==> src/rtl/hbus_pkg.sv <==
// Package: shared types for the host bus register interface.
// Assumes: the strobe style is a static strap that is stable out of reset.
package hbus_pkg;
    typedef enum logic {
        STY_INTEL = 1'b0,
        STY_MOTO  = 1'b1
    } style_e;
endpackage

==> src/rtl/hbus_sync.sv <==
// Two-flop synchroniser, one chain per bit, each bit with its own reset level.
// Assumes: each bit is treated independently; the host holds its buses
// stable long enough that skew between bits settles within a clock.
module hbus_sync #(
    parameter int            W       = 1,
    parameter logic [W-1:0]  RST_VAL = '0
) (
    input  logic         clk,
    input  logic         rst_n,
    input  logic [W-1:0] d,
    output logic [W-1:0] q
);
    for (genvar i = 0; i < W; i++) begin : g_bit
        logic s1, s2;
        // two-stage resampling of one asynchronous pin into clk
        always_ff @(posedge clk) begin
            if (!rst_n) begin
                s1 <= RST_VAL[i];
                s2 <= RST_VAL[i];
            end else begin
                s1 <= d[i];
                s2 <= s1;
            end
        end
        assign q[i] = s2;
    end
endmodule

==> src/rtl/hbus_decode.sv <==
// Access decoder: infers the address mode from the latch-enable pin, latches
// the multiplexed address and turns the strobes into read/write activity.
// Assumes: all inputs are already synchronised to clk.
module hbus_decode
    import hbus_pkg::*;
#(
    parameter int AW = 2,
    parameter int DW = 8
) (
    input  logic          clk,
    input  logic          rst_n,
    input  style_e        style,
    input  logic          cs_n_s,
    input  logic          rd_ds_n_s,
    input  logic          wr_rw_s,
    input  logic          ale_s,
    input  logic [AW-1:0] addr_s,
    input  logic [DW-1:0] ad_s,
    output logic          mux_mode,
    output logic [AW-1:0] eff_addr,
    output logic          rd_act,
    output logic          wr_act
);
    logic          ale_q;
    logic          ale_fall;
    logic [AW-1:0] addr_lat;

    assign ale_fall = ale_q & ~ale_s;

    // remember previous latch-enable level for edge detection
    always_ff @(posedge clk) begin
        if (!rst_n) ale_q <= 1'b0;
        else        ale_q <= ale_s;
    end

    // sticky multiplexed-mode flag and address capture on latch-enable fall
    always_ff @(posedge clk) begin
        if (!rst_n) begin
            mux_mode <= 1'b0;
            addr_lat <= '0;
        end else if (ale_fall) begin
            mux_mode <= 1'b1;
            addr_lat <= ad_s[AW-1:0];
        end
    end

    // pick the address source for the current access
    assign eff_addr = mux_mode ? addr_lat : addr_s;

    // strobe decode for both styles
    always_comb begin
        if (style == STY_MOTO) begin
            rd_act = ~cs_n_s & ~rd_ds_n_s &  wr_rw_s;
            wr_act = ~cs_n_s & ~rd_ds_n_s & ~wr_rw_s;
        end else begin
            rd_act = ~cs_n_s & ~rd_ds_n_s;
            wr_act = ~cs_n_s & ~wr_rw_s;
        end
    end
endmodule

==> src/rtl/hbus_regfile.sv <==
// Register file: holds write address/data during a write and commits them
// when the write ends; provides an asynchronous read port.
// Assumes: wr_act is a synchronised level, high for the whole write.
module hbus_regfile #(
    parameter int NREG = 4,
    parameter int DW   = 8,
    localparam int AW  = $clog2(NREG)
) (
    input  logic               clk,
    input  logic               rst_n,
    input  logic               wr_act,
    input  logic [AW-1:0]      addr,
    input  logic [DW-1:0]      wdata,
    output logic [DW-1:0]      rdata,
    output logic               commit,
    output logic [NREG*DW-1:0] regs_flat
);
    logic [DW-1:0] regs [NREG];
    logic [AW-1:0] hold_addr;
    logic [DW-1:0] hold_data;
    logic          wr_act_q;

    assign commit = wr_act_q & ~wr_act;

    // track write activity and keep the last address/data seen while active
    always_ff @(posedge clk) begin
        if (!rst_n) begin
            wr_act_q  <= 1'b0;
            hold_addr <= '0;
            hold_data <= '0;
        end else begin
            wr_act_q <= wr_act;
            if (wr_act) begin
                hold_addr <= addr;
                hold_data <= wdata;
            end
        end
    end

    for (genvar k = 0; k < NREG; k++) begin : g_reg
        // one register, cleared on reset, loaded on the write commit
        always_ff @(posedge clk) begin
            if (!rst_n)
                regs[k] <= '0;
            else if (commit && hold_addr == AW'(k))
                regs[k] <= hold_data;
        end
        assign regs_flat[k*DW +: DW] = regs[k];
    end

    assign rdata = regs[addr];
endmodule

==> src/rtl/hbus_regif.sv <==
// Top: host bus register interface. Synchronises the host pins, decodes the
// access, runs the register file and generates the ready/acknowledge enable.
// Assumes: style_moto is static; the open-drain pads sit outside this block.
module hbus_regif
    import hbus_pkg::*;
#(
    parameter int  NREG = 4,
    parameter int  DW   = 8,
    localparam int AW   = $clog2(NREG),
    localparam int SW   = 4 + AW + DW
) (
    input  logic               clk,
    input  logic               rst_n,
    input  logic               style_moto,
    input  logic               cs_n,
    input  logic               ale,
    input  logic [AW-1:0]      addr_sep,
    input  logic               rd_ds_n,
    input  logic               wr_rw,
    input  logic [DW-1:0]      ad_in,
    output logic [DW-1:0]      ad_out,
    output logic               ad_oe,
    output logic               rdy_oe,
    output logic [NREG*DW-1:0] cfg_q
);
    localparam logic [SW-1:0] IDLE_PINS = {3'b111, 1'b0, {AW{1'b0}}, {DW{1'b0}}};

    style_e        style;
    logic [SW-1:0] pins_s;
    logic          cs_n_s, rd_ds_n_s, wr_rw_s, ale_s;
    logic [AW-1:0] addr_s;
    logic [DW-1:0] ad_s;
    logic          mux_mode;
    logic [AW-1:0] eff_addr;
    logic          rd_act, wr_act, acc, acc_q, hs_q, commit;

    assign style = style_e'(style_moto);

    hbus_sync #(.W(SW), .RST_VAL(IDLE_PINS)) u_sync (
        .clk   (clk),
        .rst_n (rst_n),
        .d     ({cs_n, rd_ds_n, wr_rw, ale, addr_sep, ad_in}),
        .q     (pins_s)
    );
    assign {cs_n_s, rd_ds_n_s, wr_rw_s, ale_s, addr_s, ad_s} = pins_s;

    hbus_decode #(.AW(AW), .DW(DW)) u_dec (
        .clk       (clk),
        .rst_n     (rst_n),
        .style     (style),
        .cs_n_s    (cs_n_s),
        .rd_ds_n_s (rd_ds_n_s),
        .wr_rw_s   (wr_rw_s),
        .ale_s     (ale_s),
        .addr_s    (addr_s),
        .ad_s      (ad_s),
        .mux_mode  (mux_mode),
        .eff_addr  (eff_addr),
        .rd_act    (rd_act),
        .wr_act    (wr_act)
    );

    hbus_regfile #(.NREG(NREG), .DW(DW)) u_rf (
        .clk       (clk),
        .rst_n     (rst_n),
        .wr_act    (wr_act),
        .addr      (eff_addr),
        .wdata     (ad_s),
        .rdata     (ad_out),
        .commit    (commit),
        .regs_flat (cfg_q)
    );

    assign acc = rd_act | wr_act;

    // handshake: one-clock wait in Intel style, held acknowledge in Motorola style
    always_ff @(posedge clk) begin
        if (!rst_n) begin
            acc_q <= 1'b0;
            hs_q  <= 1'b0;
        end else begin
            acc_q <= acc;
            hs_q  <= (style == STY_MOTO) ? acc : (acc & ~acc_q);
        end
    end

    // raw chip select gates both drivers so they release without a clock
    assign rdy_oe = hs_q & ~cs_n;
    assign ad_oe  = rd_act & ~cs_n;
endmodule

==> config.mk <==
export PLATFORM = sky130hd
export DESIGN_NAME = hbus_regif
export DESIGN_NICKNAME = d
export VERILOG_FILES = /design/src/rtl/hbus_pkg.sv /design/src/rtl/hbus_sync.sv /design/src/rtl/hbus_decode.sv /design/src/rtl/hbus_regfile.sv /design/src/rtl/hbus_regif.sv
export SDC_FILE = /design/constraint.sdc
export NUM_CORES = 1
export LEC_CHECK = 0
export ABC_AREA = 1
export BUFFER_PORTS_ARGS = -buffer_cell sky130_fd_sc_hd__buf_4
export CAP_MARGIN = 25
export CORE_MARGIN = 4
export CORE_UTILIZATION = 46
export CTS_BUF_LIST = sky130_fd_sc_hd__clkbuf_4
export CTS_CLUSTER_SIZE = 25
export DETAILED_ROUTE_END_ITERATION = 10
export PLACE_DENSITY = 0.68
export SYNTH_ARGS = -nofsm -noshare
export SYNTH_HDL_FRONTEND = slang
export SYNTH_SLANG_ARGS = --single-unit
==> constraint.sdc <==
create_clock -name clk -period 3.2 [get_ports clk]
set_input_delay 0.16 -clock clk [delete_from_list [all_inputs] [get_ports clk]]
set_output_delay 0.16 -clock clk [all_outputs]
set_load 0.005 [all_outputs]
==> key figures, run 1 <==
Worst setup path
  – Crit Path Class: reg2out
  – CP startpoint kind: register
  – Buffers plus inverters on the worst setup path: 1
  – WP data arrival: 1620 ps
  – Critical Path, Cell by Cell: nand2_2 -> nand2_2 -> nand2_1 -> nand3_1 -> nand2_1 -> buf_4
  – CP Max Fanout: 17
  – CP Data Required Time: 3040 ps
  – Top delay family on crit path: simple AND/OR/NAND/NOR gates
  – Worst path slowest cell: dfxtp_1
  – Worst Reg-to-Reg Cells: 4
  – CP peak stage delay: 410 ps
  – Crit end category: primary output
  – Number of cells on the critical path: 6

Power and ir drop
  – Register share of total power: 0.607
  – Sw frac: 0.2244
  – Pleak: 1.821 nW
  – Maximum vdd drop: 0.0003001 V
  – Part of the power in combinational logic: 0.084
  – Internal Power: roughly 0.0014 W
  – Power per standard cell area: approximately 460 nW/um^2
  – Clk pwr share: 0.310
  – Psw: 0.0003956 W

STA
  – Setup Skew: approximately 12 ps
  – Final setup margin: 1418 ps
  – Worst-Margin Slew: 487.0 ps
  – Post-layout minimum cycle time: 1782 ps
  – Setup TNS: 0 ps
  – Slew Viols, Final: 0
  – Final Hold Viols: 0
  – Worst Hold Margin: approximately 24 ps
  – Tcrit/Tclk final: 0.5570
  – RSZ-0062 raised after global routing: false
  – Final setup fails: 0
  – Slew headroom: 0.6753
  – Fmax: about 560 MHz

Cells and area
  – Share of cells above drive strength 1: 0.2181
  – Diode count: 0
  – Final Util: 0.5960
  – P&R area growth vs syn: 23.37%
  – Fin cells: around 510
  – Final-layout fill cell count: 559
  – Nets@finish: 443

Global routing
  – GRT overflow: 0
  – Number of global-route vias before repair: 2,179
  – First-pass GRT wire length: 10,020 um
  – Pin count of the biggest net entering global routing: 47
  – GR Util All Layers: 0.1528
  – Antenna violations before repair: 0

Detailed routing
  – Detailed-route vias per instance: roughly 4.6
  – Via count: 2,350
  – # DRC: 0
  – Total Routed Length: between 6000 and 7000 um
  – Detail Route Antenna Nets: 0
  – Routed WL per cell: 11.95 um
  – First-pass iteration count of the detailed router: 5
  – Initial DRC count: around 170

Worst hold path
  – Hold path cells: 3
  – HP Class: in2reg

Synthesis
  – Syn_area_per_cell: ~8.9 sq um
  – Top cell type's share of synthesized area: 0.3062
  – Simple-Gate Fraction of Synth Area: 0.2695
  – Synth area leaders: edfxtp_1 31%, dfxtp_1 29%, inv_1 8.7%, nand3_1 7.7%, nor2_1 6.5%
  – Ys Warns: 0
  – Largest family of logic cells by synthesized area: simple AND/OR/NAND/NOR gates
  – Post-synth cell types: 19
  – Top cell type by total area after synthesis: edfxtp_1
  – Seq/Total Area, Yosys: 0.5933
  – Synth Area in XOR/XNOR: 0
  – Compound-Gate Fraction of Synth Area: 0.02392
  – Mapped cell area: 3138 sq um
  – Syn_nets: 368
  – Adder-cell share of the synthesized area: 0
  – Mux contribution to synthesized area: 0
  – Post-synthesis register bit count: 77
  – Mapped Cells: about 350

Clock tree
  – H-tree Lvls: 3
  – Clock root cell: clkbuf_4
  – Clk_lat worst skew: 400 ps
  – CTS tree: yes
  – Setup bufs post-CTS: 0
  – Num CTS Buffers: 9
  – CTS Buffer Depth: 2
  – CTS Sinks: 77
  – Clk slew on worst S/H paths: 110 ps

Floorplanning
  – Starting Density: 0.4831
  – Die area: 8207 sq um
  – Row count: 29
  – Core area: 6495 sq um
  – Die width: 90.60 um
  – Die Y: just over 90 um
  – I/O pins: 59

Job
  – MaxCap Viol Count: 0

Place
  – Buffers on Ports: 58
  – Dpl ws: about 1800 ps
  – Post-Place Cells: 478
  – HPWL after DPL: 4437 um
  – Gpl congestion: 0.8545

Run status
  – Status: finished clean
final timing paths:
check	from	endpoint	slack, ps
max	u_dec.mux_mode	ad_out[7]	1420
min reg2reg	u_sync.g_bit[2].s1	u_sync.g_bit[2].s2	420
min	style_moto	hs_q	20
max reg2reg	u_sync.g_bit[12].s2	u_rf.regs[1][0]	1790
timing repair:
action,CTS,global route
hold buffers,14,0
hold endpoints to repair,14,0
gates resized for setup,0,0
flip-flops by register name, summed over array words and instances, names as in the netlist, 2 cells and up:
| signal | cells |
|---|---|
| u_rf.hold_addr | 2 |
| u_rf.hold_data | 8 |
| u_rf.regs | 32 |
| u_dec.addr_lat | 2 |
| u_sync.g_bit.s2 | 14 |
| u_sync.g_bit.s1 | 14 |
stage by stage:
step | area [sq um] | power, W
finish | 3871 | 0.001763
floorplan | 3138 | 0.001161
global placement | 3603 | 0.001224
CTS | 3871 | 0.001778
detailed placement | 3603 | 0.001227
global route | 3871 | 0.001839
cells by family (layout without fill, tap and decap cells):
logic type | Yosys count | in the layout
buffers and inverters | 85 | 165
and+or+nand+nor | 174 | 174
DFF | 77 | 77
AOI/OAI and AO/OA | 15 | 15
cell usage in the layout, fill, tap and decap left out, types with 2 or more instances in the layout:
cell | Yosys | final
a21oi_1 | 4 | 4
clkbuf_4 | 0 | 10
dfxtp_1 | 45 | 45
edfxtp_1 | 32 | 32
clkinv_1 | 1 | 3
o21ai_0 | 6 | 6
or2_2 | 6 | 6
nand4_4 | 4 | 4
o21ai_1 | 5 | 5
nand2_1 | 53 | 53
inv_2 | 3 | 4
nand2_4 | 3 | 3
nor2_4 | 2 | 2
inv_1 | 73 | 73
nor2_1 | 54 | 54
nand3_1 | 48 | 48
nand2_2 | 4 | 4
dlygate4sd3_1 | 0 | 14
buf_4 | 3 | 58
cell usage after synthesis (all sizes together):
library cell   n
clkinv         1
inv           76
o21ai         11
a21oi          4
nand2         60
nand4          4
or2            6
edfxtp        32
nand3         48
buf            8
nor2          56
dfxtp         45
tightest hold or removal path, stage by stage:
cell and delay (ps):
buf_4 100, nor2_1 40, a21oi_1 100
layer usage:
metal / up-vias / wire [um] / track usage
li1: 1233 / - / -
met1: 1018 / 2824 / 0.1994
met2: 83 / 2562 / 0.2199
met3: 16 / 465 / 0.05000
met4: 0 / 216 / 0.09056
met5: - / 0 / 0
power groups by stage:
stage | clock network [W] | registers, W | logic, W
after global placement | 0 | 0.00109 | 0.000133
final | 0.000546 | 0.00107 | 0.000148
after global routing | 0.000599 | 0.00107 | 0.000166
after detailed placement | 0 | 0.00109 | 0.000135
after CTS | 0.000560 | 0.00107 | 0.000149
after floorplan | 0 | 0.00109 | 0.0000724
final cells by class:
cell class	count	area, sq um	area share
clock buffer	10	75.07	0.01939
clock inverter	6	52.55	0.01357
inverter	77	289.0	0.07466
multi-input combinational	189	920.9	0.2379
sequential	77	1862	0.4809
tap	77	96.34	0.02489
timing repair buffer	72	575.6	0.1487
Power figures use the tool's default switching activity.
==> inputs of run 2 (changes only) <==
clock period = 1.73 ns   (was 3.2 ns; I/O delays follow)
==> run 2 against run 1 <==
Combinational power rose by 91%; worst setup slack got worse by 1300 ps; total power rose by 86%; sequential share of layout area fell by 0.54 points; count of clock-buffer cells in the layout did not move; sequential cell count did not move; die area did not move; critical path type unchanged.
==> key figures, run 2 (synthesized netlist as in run 1, its figures left out) <==
Worst setup path
  – CP Max Fanout: 8
  – WP data arrival: 1520 ps
  – CP startpoint kind: register
  – R2R Path Start: u_sync.g_bit[13].s2
  – R2R Path End: u_rf.regs[1][1]
  – CP Data Required Time: 1640 ps
  – Crit end category: primary output
  – Worst Reg-to-Reg Cells: 4
  – Reg2reg setup slack: 350 ps
  – Crit Path Class: reg2out

Place
  – DP Area: 3611 sq um
  – Dpl ws: 364.3 ps
  – Buffers on Ports: 58
  – HPWL after DPL: 4630 um
  – Gpl congestion: 0.8363

Cells and area
  – Most common cell after layout, fill and taps aside: inv_1
  – Largest register FFs: 32
  – Fin area: 3918 sq um
  – Most frequent cells in the layout: 73 x inv_1, 59 x buf_4, 54 x nor2_1
  – Largest register by flop count: u_rf.regs
  – Nets@finish: 445
  – Biggest regs: u_rf.regs: 32 flops, u_sync.g_bit.s1: 14 flops, u_sync.g_bit.s2: 14 flops
  – Final Util: 0.6032
  – Share of cells above drive strength 1: 0.2263
  – P&R area growth vs syn: 24.84%
  – Diode count: 0

Global routing
  – Pin count of the biggest net entering global routing: 32
  – Antenna violations before repair: 0
  – Number of global-route vias before repair: 2,216
  – GRT overflow: 0
  – Met1 Use GR: 0.2126
  – GR Util All Layers: 0.1639
  – Met3 usage: 0.04333
  – Grt peak-use layer: met2
  – Met2 Usage GRT: 0.2569
  – First-pass GRT wire length: 10,580 um

STA
  – Fmax: 621.0 MHz
  – Slew Viols, Final: 0
  – Worst-Margin Slew: 367.7 ps
  – Slew headroom: 0.7549
  – Setup TNS: 0 ps
  – Final Hold Viols: 0
  – Final setup fails: 0
  – Post-layout minimum cycle time: 1610 ps
  – Setup Skew: 17.05 ps
  – Final setup margin: 119.6 ps
  – Tcrit/Tclk final: 0.9309

Clock tree
  – CTS Sinks: 77
  – H-tree Lvls: 3
  – Clk_lat worst skew: 410 ps
  – Num CTS Buffers: 9
  – Clk slew on worst S/H paths: 120 ps
  – CTS tree: yes
  – Clock root cell: clkbuf_4
  – CTS Buffer Depth: 2

Floorplanning
  – Die Y: roughly 90 um
  – I/O pins: 59
  – Die width: just over 90 um
  – Starting Density: 0.4831
  – Core area: 6495 sq um
  – Die area: 8207 sq um
  – Row count: 29

Power and ir drop
  – Pleak: 1.844 nW
  – Power per standard cell area: ~840 nW/um^2
  – Pwr Total: 0.003271 W
  – Maximum vdd drop: 0.0005063 V

Detailed routing
  – First-pass iteration count of the detailed router: 4
  – Via count: 2,400
  – Detail Route Antenna Nets: 0
  – Detailed-route vias per instance: 4.706
  – # DRC: 0
  – Routed WL per cell: between 10 and 15 um
  – Total Routed Length: 6354 um
  – Initial DRC count: 177

Worst hold path
  – Min-Delay Startpoint: rst_n
  – Hold path cells: 3
  – HP Class: in2reg
  – Hold Path Sink: u_sync.g_bit[9].s2

Run status
  – Status: finished clean

Job
  – MaxCap Viol Count: 0
run 2: metrics by stage:
stage,hold slack (ps),instances
after global placement,267.1,479
after CTS,43.13,510
final,69.46,510
after detailed placement,271.5,479
after floorplan,184.1,351
after global routing,62.51,510
run 2: power breakdown:
part | total (W) | internal, W | switching, W
combinational | 0.000282 | 0.000143 | 0.000139
sequential | 0.00198 | 0.00195 | 0.0000324
clock | 0.00101 | 0.000442 | 0.000567
run 2: layout make-up:
cell class / count / area [sq um]
clock inverters: 6 / 53.80
repair buffers: 74 / 593.1
inverters: 77 / 291.5
flip-flops and latches: 77 / 1863
fillers: 590 / 2577
clock buffers: 10 / 75.07
well taps: 77 / 96.34
multi-input cells: 189 / 944.7
run 2: worst max path at each step:
stage,startpoint,end,slack [ps],cells past startpoint
after global routing,u_dec.mux_mode,ad_out[5],-5,7
final,u_sync.g_bit[8].s2,ad_out[4],120,6
after floorplan,u_sync.g_bit[11].s2,u_rf.regs[1][0],430,5
after global placement,u_sync.g_bit[11].s2,u_rf.regs[0][2],410,4
after CTS,u_dec.mux_mode,ad_out[0],-8,6
after detailed placement,u_sync.g_bit[11].s2,u_rf.regs[0][4],360,4
run 2: worst max-delay path, cell delays in order (launching register included):
cell and delay (ps):
dfxtp_1 470, inv_1 80, nand2_2 150, nand3_1 90
nand3_1 120, nand2_1 80, buf_4 140
run 2: layer usage:
layer  vias up  share of wire
met1      1066           0.45
met4         0          0.020
met5         -              0
li1       1238              -
met2        85           0.46
met3        11          0.068
run 2: what timing repair did:
item	4_1_cts	5_1_grt
cloned	0	0
resized for setup	1	6
endpoints found under the hold margin	16	0
hold buffers	15	0
pin swaps	0	0
endpoints found under the setup margin	8	8
buffers inserted	0	0
